===== src/rtl/ssp_pkg.sv =====
package ssp_pkg;

   localparam int unsigned DW = 16;

   localparam int unsigned OFF_FMT  = 'h000;
   localparam int unsigned OFF_CTL  = 'h004;
   localparam int unsigned OFF_DATA = 'h008;
   localparam int unsigned OFF_STAT = 'h00C;
   localparam int unsigned OFF_PSC  = 'h010;
   localparam int unsigned OFF_IEN  = 'h014;
   localparam int unsigned OFF_IRAW = 'h018;
   localparam int unsigned OFF_IACT = 'h01C;
   localparam int unsigned OFF_ICLR = 'h020;
   localparam int unsigned OFF_DMA  = 'h024;
   localparam int unsigned OFF_ID   = 'hFE0;

   // raw interrupt bit order is decoded by software
   typedef struct packed {
      logic tx_low;
      logic rx_high;
      logic rx_tmo;
      logic rx_ovr;
   } irq_vec_t;

   function automatic logic [7:0] id_byte(input logic [2:0] idx);
      logic [7:0] b;
      case (idx)
         3'd0: b = 8'h22;
         3'd1: b = 8'h10;
         3'd2: b = 8'h04;
         3'd3: b = 8'h00;
         3'd4: b = 8'h0D;
         3'd5: b = 8'hF0;
         3'd6: b = 8'h05;
         default: b = 8'hB1;
      endcase
      return b;
   endfunction

   function automatic logic [DW-1:0] width_mask(input logic [3:0] sel);
      logic [DW:0] m;
      m = ((DW+1)'(1) << ({1'b0, sel} + 5'd1)) - (DW+1)'(1);
      return m[DW-1:0];
   endfunction

endpackage


===== src/rtl/ssp_fifo.sv =====
module ssp_fifo #(
   parameter int unsigned DEPTH = 8,
   parameter int unsigned WIDTH = 16,
   parameter int unsigned LW    = $clog2(DEPTH + 1)
) (
   input  logic             clk,
   input  logic             rst_n,
   input  logic             push_i,
   input  logic [WIDTH-1:0] push_data_i,
   input  logic             pop_i,
   output logic [WIDTH-1:0] head_o,
   output logic [LW-1:0]    level_o,
   output logic             accept_o
);

   localparam int unsigned PW = (DEPTH > 1) ? $clog2(DEPTH) : 1;
   localparam bit POW2 = ((DEPTH & (DEPTH - 1)) == 0);

   initial begin
      assert (DEPTH >= 2) else $error("ssp_fifo: DEPTH must be at least 2");
      assert (LW >= $clog2(DEPTH + 1)) else $error("ssp_fifo: LW too narrow");
   end

   logic [WIDTH-1:0] mem [DEPTH];
   logic [PW-1:0]    wr_ptr, rd_ptr, wr_nxt, rd_nxt;
   logic [LW-1:0]    level;
   logic             is_empty, is_full, do_pop, do_push;

   assign is_empty = (level == '0);
   assign is_full  = (level == LW'(DEPTH));
   assign do_pop   = pop_i && !is_empty;
   assign do_push  = push_i && (!is_full || do_pop);

   generate
      if (POW2) begin : g_wrap_free
         assign wr_nxt = wr_ptr + 1'b1;
         assign rd_nxt = rd_ptr + 1'b1;
      end else begin : g_wrap_cmp
         assign wr_nxt = (wr_ptr == PW'(DEPTH - 1)) ? '0 : wr_ptr + 1'b1;
         assign rd_nxt = (rd_ptr == PW'(DEPTH - 1)) ? '0 : rd_ptr + 1'b1;
      end
   endgenerate

   always_ff @(posedge clk or negedge rst_n) begin
      if (!rst_n) begin
         wr_ptr <= '0;
         rd_ptr <= '0;
         level  <= '0;
      end else begin
         if (do_push) wr_ptr <= wr_nxt;
         if (do_pop)  rd_ptr <= rd_nxt;
         case ({do_push, do_pop})
            2'b10:   level <= level + 1'b1;
            2'b01:   level <= level - 1'b1;
            default: level <= level;
         endcase
      end
   end

   always_ff @(posedge clk) begin
      if (do_push) mem[wr_ptr] <= push_data_i;
   end

   assign head_o   = mem[rd_ptr];
   assign level_o  = level;
   assign accept_o = do_push;

   p_level_cap_r2: assert property (@(posedge clk) disable iff (!rst_n)
      level_o <= LW'(DEPTH));

   p_full_drop_r2: assert property (@(posedge clk) disable iff (!rst_n)
      (push_i && !pop_i && level_o == LW'(DEPTH)) |=> level_o == LW'(DEPTH));

   p_pair_hold_r12: assert property (@(posedge clk) disable iff (!rst_n)
      (push_i && pop_i && level_o != '0) |=> $stable(level_o));

endmodule


===== src/rtl/ssp_irq.sv =====
module ssp_irq #(
   parameter int unsigned DEPTH = 8,
   parameter int unsigned LW    = $clog2(DEPTH + 1)
) (
   input  logic          clk,
   input  logic          rst_n,
   input  logic [LW-1:0] tx_level_i,
   input  logic [LW-1:0] rx_level_i,
   input  logic          ovr_set_i,
   input  logic          tmo_set_i,
   input  logic          clr_we_i,
   input  logic [1:0]    clr_bits_i,
   output ssp_pkg::irq_vec_t raw_o,
   output logic [4:0]    stat_o
);

   localparam int unsigned HALF = DEPTH / 2;

   initial begin
      assert (HALF >= 1) else $error("ssp_irq: depth too small for thresholds");
   end

   logic ovr_q, tmo_q;

   always_ff @(posedge clk or negedge rst_n) begin
      if (!rst_n) begin
         ovr_q <= 1'b0;
         tmo_q <= 1'b0;
      end else begin
         if (ovr_set_i)                     ovr_q <= 1'b1;
         else if (clr_we_i && clr_bits_i[0]) ovr_q <= 1'b0;
         if (tmo_set_i)                     tmo_q <= 1'b1;
         else if (clr_we_i && clr_bits_i[1]) tmo_q <= 1'b0;
      end
   end

   always_comb begin
      raw_o.rx_ovr  = ovr_q;
      raw_o.rx_tmo  = tmo_q;
      raw_o.rx_high = (rx_level_i >= LW'(HALF));
      raw_o.tx_low  = (tx_level_i <= LW'(HALF));
   end

   assign stat_o[0] = (tx_level_i == '0);
   assign stat_o[1] = (tx_level_i != LW'(DEPTH));
   assign stat_o[2] = (rx_level_i != '0);
   assign stat_o[3] = (rx_level_i == LW'(DEPTH));
   assign stat_o[4] = (tx_level_i != '0);

   p_clr_ovr_r7: assert property (@(posedge clk) disable iff (!rst_n)
      (clr_we_i && clr_bits_i[0] && !ovr_set_i) |=> !raw_o.rx_ovr);

   p_ovr_sticky_r8: assert property (@(posedge clk) disable iff (!rst_n)
      (raw_o.rx_ovr && !(clr_we_i && clr_bits_i[0])) |=> raw_o.rx_ovr);

   p_tmo_sticky_r8: assert property (@(posedge clk) disable iff (!rst_n)
      (raw_o.rx_tmo && !(clr_we_i && clr_bits_i[1])) |=> raw_o.rx_tmo);

endmodule


===== src/rtl/ssp_ctrl_top.sv =====
module ssp_ctrl_top #(
   parameter int unsigned DEPTH   = 8,
   parameter int unsigned AW      = 12,
   parameter bit          IRQ_REG = 1'b0
) (
   input  logic        clk,
   input  logic        rst_n,
   input  logic [11:0] bus_addr,
   input  logic        bus_wr,
   input  logic        bus_rd,
   input  logic [31:0] bus_wdata,
   output logic [31:0] bus_rdata,
   output logic        irq_o,
   output logic [3:0]  ctl_o,
   output logic [15:0] fmt_o,
   output logic [7:0]  psc_o,
   output logic        tx_pop_valid,
   output logic [15:0] tx_pop_data,
   input  logic        tx_pop_ready,
   input  logic        rx_push_valid,
   input  logic [15:0] rx_push_data,
   output logic        rx_push_ready,
   input  logic        rx_timeout_evt
);
   import ssp_pkg::*;

   localparam int unsigned LW = $clog2(DEPTH + 1);
   localparam int unsigned WA = AW - 2;

   initial begin
      assert (AW == 12) else $error("ssp_ctrl_top: window is 4 KiB, AW must be 12");
      assert (DW == 16) else $error("ssp_ctrl_top: word width fixed at 16");
   end

   logic [WA-1:0] wa;
   logic          id_hit;
   assign wa     = bus_addr[AW-1:2];
   assign id_hit = (bus_addr[AW-1:5] == (AW-5)'(OFF_ID >> 5));

   logic hit_fmt, hit_ctl, hit_data, hit_psc, hit_ien, hit_iclr;
   assign hit_fmt  = (wa == WA'(OFF_FMT  >> 2));
   assign hit_ctl  = (wa == WA'(OFF_CTL  >> 2));
   assign hit_data = (wa == WA'(OFF_DATA >> 2));
   assign hit_psc  = (wa == WA'(OFF_PSC  >> 2));
   assign hit_ien  = (wa == WA'(OFF_IEN  >> 2));
   assign hit_iclr = (wa == WA'(OFF_ICLR >> 2));

   logic [15:0] fmt_q;
   logic [3:0]  ctl_q;
   logic [7:0]  psc_q;
   logic [3:0]  ien_q;

   always_ff @(posedge clk or negedge rst_n) begin
      if (!rst_n) begin
         fmt_q <= '0;
         ctl_q <= '0;
         psc_q <= '0;
         ien_q <= '0;
      end else if (bus_wr) begin
         if (hit_fmt) fmt_q <= bus_wdata[15:0];
         if (hit_ctl) ctl_q <= bus_wdata[3:0];
         if (hit_psc) psc_q <= bus_wdata[7:0];
         if (hit_ien) ien_q <= bus_wdata[3:0];
      end
   end

   logic [DW-1:0] tx_word;
   logic [LW-1:0] tx_level, rx_level;
   logic [DW-1:0] tx_head, rx_head;
   logic          tx_acc, rx_acc;
   logic          tx_push, rx_pop;

   assign tx_word = bus_wdata[DW-1:0] & width_mask(fmt_q[3:0]);
   assign tx_push = bus_wr && hit_data;
   assign rx_pop  = bus_rd && hit_data;

   ssp_fifo #(.DEPTH(DEPTH), .WIDTH(DW), .LW(LW)) u_txq (
      .clk         (clk),
      .rst_n       (rst_n),
      .push_i      (tx_push),
      .push_data_i (tx_word),
      .pop_i       (tx_pop_ready),
      .head_o      (tx_head),
      .level_o     (tx_level),
      .accept_o    (tx_acc)
   );

   ssp_fifo #(.DEPTH(DEPTH), .WIDTH(DW), .LW(LW)) u_rxq (
      .clk         (clk),
      .rst_n       (rst_n),
      .push_i      (rx_push_valid),
      .push_data_i (rx_push_data),
      .pop_i       (rx_pop),
      .head_o      (rx_head),
      .level_o     (rx_level),
      .accept_o    (rx_acc)
   );

   irq_vec_t   raw;
   logic [4:0] stat;

   ssp_irq #(.DEPTH(DEPTH), .LW(LW)) u_irq (
      .clk        (clk),
      .rst_n      (rst_n),
      .tx_level_i (tx_level),
      .rx_level_i (rx_level),
      .ovr_set_i  (rx_push_valid && !rx_acc),
      .tmo_set_i  (rx_timeout_evt),
      .clr_we_i   (bus_wr && hit_iclr),
      .clr_bits_i (bus_wdata[1:0]),
      .raw_o      (raw),
      .stat_o     (stat)
   );

   logic [3:0] active;
   assign active = raw & ien_q;

   generate
      if (IRQ_REG) begin : g_irq_flop
         logic irq_q;
         always_ff @(posedge clk or negedge rst_n) begin
            if (!rst_n) irq_q <= 1'b0;
            else        irq_q <= |active;
         end
         assign irq_o = irq_q;
      end else begin : g_irq_comb
         assign irq_o = |active;
         p_irq_quiet_r6: assert property (@(posedge clk) disable iff (!rst_n)
            (ien_q == '0) |-> !irq_o);
      end
   endgenerate

   always_comb begin
      bus_rdata = '0;
      if (id_hit) begin
         bus_rdata[7:0] = id_byte(bus_addr[4:2]);
      end else begin
         case (wa)
            WA'(OFF_FMT  >> 2): bus_rdata[15:0] = fmt_q;
            WA'(OFF_CTL  >> 2): bus_rdata[3:0]  = ctl_q;
            WA'(OFF_DATA >> 2): bus_rdata[DW-1:0] = (rx_level == '0) ? '0 : rx_head;
            WA'(OFF_STAT >> 2): bus_rdata[4:0]  = stat;
            WA'(OFF_PSC  >> 2): bus_rdata[7:0]  = psc_q;
            WA'(OFF_IEN  >> 2): bus_rdata[3:0]  = ien_q;
            WA'(OFF_IRAW >> 2): bus_rdata[3:0]  = raw;
            WA'(OFF_IACT >> 2): bus_rdata[3:0]  = active;
            default:            bus_rdata       = '0;
         endcase
      end
   end

   assign ctl_o         = ctl_q;
   assign fmt_o         = fmt_q;
   assign psc_o         = psc_q;
   assign tx_pop_valid  = (tx_level != '0);
   assign tx_pop_data   = tx_head;
   assign rx_push_ready = (rx_level != LW'(DEPTH));

   logic unused_ok;
   assign unused_ok = ^{bus_addr[1:0], bus_wdata[31:16], tx_acc};

   p_empty_read_r3: assert property (@(posedge clk) disable iff (!rst_n)
      (bus_rd && hit_data && !id_hit && rx_level == '0) |-> (bus_rdata == '0));

   p_ctl_load_r13: assert property (@(posedge clk) disable iff (!rst_n)
      (bus_wr && hit_ctl) |=> (ctl_o == $past(bus_wdata[3:0])));

   p_pop_needs_word_r12: assert property (@(posedge clk) disable iff (!rst_n)
      (rx_pop && rx_level != '0) |=> (rx_level == $past(rx_level) - 1'b1) || $past(rx_push_valid));

endmodule


===== config.mk =====
export PLATFORM = sky130hd
export DESIGN_NAME = ssp_ctrl_top
export DESIGN_NICKNAME = d
export VERILOG_FILES = /design/src/rtl/ssp_pkg.sv /design/src/rtl/ssp_fifo.sv /design/src/rtl/ssp_irq.sv /design/src/rtl/ssp_ctrl_top.sv
export SDC_FILE = /design/constraint.sdc
export NUM_CORES = 1
export LEC_CHECK = 0
export BUFFER_PORTS_ARGS = -buffer_cell sky130_fd_sc_hd__buf_4
export CAP_MARGIN = 10
export CORE_AREA = 5 5 224 161
export CTS_CLUSTER_SIZE = 14
export DETAILED_ROUTE_END_ITERATION = 10
export DIE_AREA = 0 0 229 166
export GPL_TIMING_DRIVEN = 0
export PLACE_DENSITY_LB_ADDON = 0.08
export SYNTH_ARGS = -nofsm -noshare
export SYNTH_HDL_FRONTEND = slang
export SYNTH_SLANG_ARGS = --single-unit

===== constraint.sdc =====
create_clock -name clk -period 4.2 [get_ports clk]
set_input_delay 0.63 -clock clk [delete_from_list [all_inputs] [get_ports clk]]
set_output_delay 0.63 -clock clk [all_outputs]
set_load 0.01 [all_outputs]

==> flow_summary.json <==
{
  "met2_usage": 0.250,
  "post-place-cells": 1356,
  "p_leak_nw": 5.92,
  "die-area_um2": 38000,
  "post-synth-top-area-cell": "edfxtp_1",
  "wire_per_inst_um": 24.1,
  "cts_tree": "yes",
  "hold_violations": 0,
  "dp_slack_ns": 0.397,
  "grt_first_pass_wirelength_um": 51200,
  "place_area_um2": 15000,
  "slowest_stage": "nor4_1",
  "first_iter_violations": 501,
  "critPathArrivalTime_ns": 3.29,
  "start_kind": "flip-flop",
  "drc_errors": 0,
  "io_pins": 146,
  "max_freq_ghz": 0.255,
  "vias_per_cell": 5.33,
  "finalNonFillerCells": 1414,
  "die_h_um": 166,
  "gr-total-overflow": 0,
  "cts.clk_slew.worst_paths_ns": 0.07,
  "htreeDepth": 1,
  "worstPathRequired_ns": 3.57,
  "crit_fanout": 10,
  "status": "completed",
  "hold_path_class": "in2async",
  "first_pass_iters": 5,
  "numCtsBuffers": 31,
  "max_slew_margin": 0.200,
  "cts_setup_buffers": 0,
  "grt.busiest_layer": "met1",
  "coreArea_um2": 33900,
  "grt_max_degree": 55,
  "antenna_found_initial": 0,
  "portBuffers": 111,
  "cts_resized": 0,
  "vdd_drop_max_uv": 313,
  "worstSetupPathType": "reg2out",
  "clk_path_buf_depth": 3,
  "ys_seq_elements": 310,
  "slew_violations": 0,
  "dr_total_vias": 7536,
  "grtUsageMet1": 0.286,
  "gp_congestion": 0.832,
  "holdBufCountCts": 0,
  "final_common_cell": "edfxtp_1",
  "synth_area_leaders": "edfxtp_1, mux4_2, dfrtp_1",
  "post-route-min-period_ns": 3.92,
  "synth_cell_types": 59,
  "grt.total_usage": 0.177,
  "grt_pass1_vias": 7653,
  "final-setup-viol-count": 0,
  "synth_cells": 767,
  "fillCellCount": 2900,
  "netlist_area_um2": 13200,
  "chipWidth_um": 229,
  "clock-sinks": 310,
  "layout_common_cells": "edfxtp_1, buf_4, mux4_2",
  "synth_warnings": 0,
  "final_layout_size_suffix_gt1_frac": 0.359,
  "netlist.area_leader.share": 0.581,
  "ant_nets": 0,
  "antenna-diode-count": 0,
  "skew_ns": 0.0184,
  "end_kind": "primary output",
  "cpPeakStageDelay_ns": 0.82,
  "worstPathCellList": "nor4_1 -> nand4b_1 -> clkbuf_1 -> o221ai_1 -> buf_4",
  "yosysSeqAreaShare": 0.683,
  "ys.flop_type": "edfxtp_1",
  "power.density_nw_per_um2": 502,
  "rows": 57,
  "rsz0062_at_grt": "false",
  "dp_hpwl_um": 24300,
  "postSynth.asyncResetShare": 0.174,
  "hold_slack_ns": 0.138,
  "routed_wirelength_um": 34000,
  "finalInstanceArea_um2": 16000,
  "fin_crit_sh": 0.935,
  "tightest_slew_ns": 1.19,
  "tns_ns": 0,
  "setup_slack_ns": 0.275,
  "clock_latency_ns": 0.57,
  "fin_nets": 1026,
  "met3_usage": 0.0441,
  "area_growth_pct": 21.2,
  "synth_enable_flop_cells": 256,
  "maxCapViolations": 0,
  "initial_core_util": 0.390,
  "syn_avg_cell_area_um2": 17.2,
  "clockRootBuffer": "clkbuf_16"
}
[logic make-up after synthesis]
logic type / count (synthesis) / synth area share
AO/OA/AOI/OAI: 73 / 0.0379
XOR/XNOR: 15 / 0.00993
adder cells (fa/ha/maj): 12 / 0.0125
buffers and inverters: 69 / 0.0253
flip-flops: 310 / 0.683
multiplexers: 141 / 0.172
other: 2 / 0.000568
AND/OR/NAND/NOR: 145 / 0.0581
[layer usage]
metal / wire [µm] / up-vias / part of all wire
met5: 0 / - / 0
met2: 14500 / 210 / 0.43
li1: - / 3377 / -
met3: 2100 / 32 / 0.062
met4: 373 / 0 / 0.011
met1: 17000 / 3917 / 0.50
[per-stage QoR]
step,util,power (W)
3_3_place_gp,0.433,0.00530
2_1_floorplan,-,0.00471
6_report,0.473,0.00804
4_1_cts,0.473,0.00816
5_1_grt,0.473,0.00843
3_5_place_dp,0.443,0.00537
[cells in the mapped netlist (all sizes together), types with 3 or more instances]
cell / instances
a21boi: 6
a21o: 3
a21oi: 7
a32oi: 5
and2: 5
buf: 31
clkbuf: 26
dfrtp: 54
edfxtp: 256
ha: 10
inv: 11
mux2: 54
mux2i: 23
mux4: 64
nand2: 38
nand2b: 7
nand3: 12
nand3b: 4
nand4: 4
nor2: 26
nor2b: 7
nor3: 14
nor4: 7
o211ai: 7
o21ai: 22
o221ai: 3
o31ai: 3
or2: 4
or4: 4
or4b: 3
xnor2: 13
[area by class of cell]
type / count / area [µm²] / area share
sequential: 310 / 9040 / 0.564
multi-input combinational: 403 / 3970 / 0.248
timing repair buffer: 132 / 1110 / 0.0694
clock buffer: 37 / 818 / 0.0510
tap: 442 / 553 / 0.0345
buffer: 57 / 289 / 0.0180
clock inverter: 21 / 208 / 0.0130
inverter: 12 / 45.0 / 0.00281
[flip-flops by register name (all words and copies together) (netlist names), 3 cells and up]
register	flops
ctl_o	4
fmt_o	16
ien_q	4
psc_o	8
u_rxq.level_o	4
u_rxq.mem	128
u_rxq.rd_ptr	3
u_rxq.wr_ptr	3
u_txq.level_o	4
u_txq.mem	128
u_txq.rd_ptr	3
u_txq.wr_ptr	3
[worst max-delay path: cells and delay by family, from the launching register on]
family,cells,cell delay (ns)
flops,1,0.44
buf+inv,2,0.79
compound gates,1,0.29
simple gates,2,1.22
[final timing paths]
check / cells past startpoint / to / start / slack, ns
min: 1 / u_rxq.wr_ptr[0] / rst_n / 0.14
min in group clk: 2 / u_irq.tmo_q / rx_timeout_evt / 0.25
max in group asynchronous: 1 / fmt_o[9] / rst_n / 3.53
max: 5 / bus_rdata[2] / u_rxq.level_o[1] / 0.28
min reg2reg: 1 / u_txq.wr_ptr[2] / u_txq.wr_ptr[2] / 0.50
max reg2reg: 9 / u_txq.mem[3][6] / fmt_o[1] / 1.02
[where the power goes]
group | internal, W | switching [W]
Clock | 0.00163 | 0.00114
Sequential | 0.00359 | 0.000146
Combinational | 0.000726 | 0.000816
Total | 0.00594 | 0.00210
Note: power is estimated with default switching activity, not from simulation.
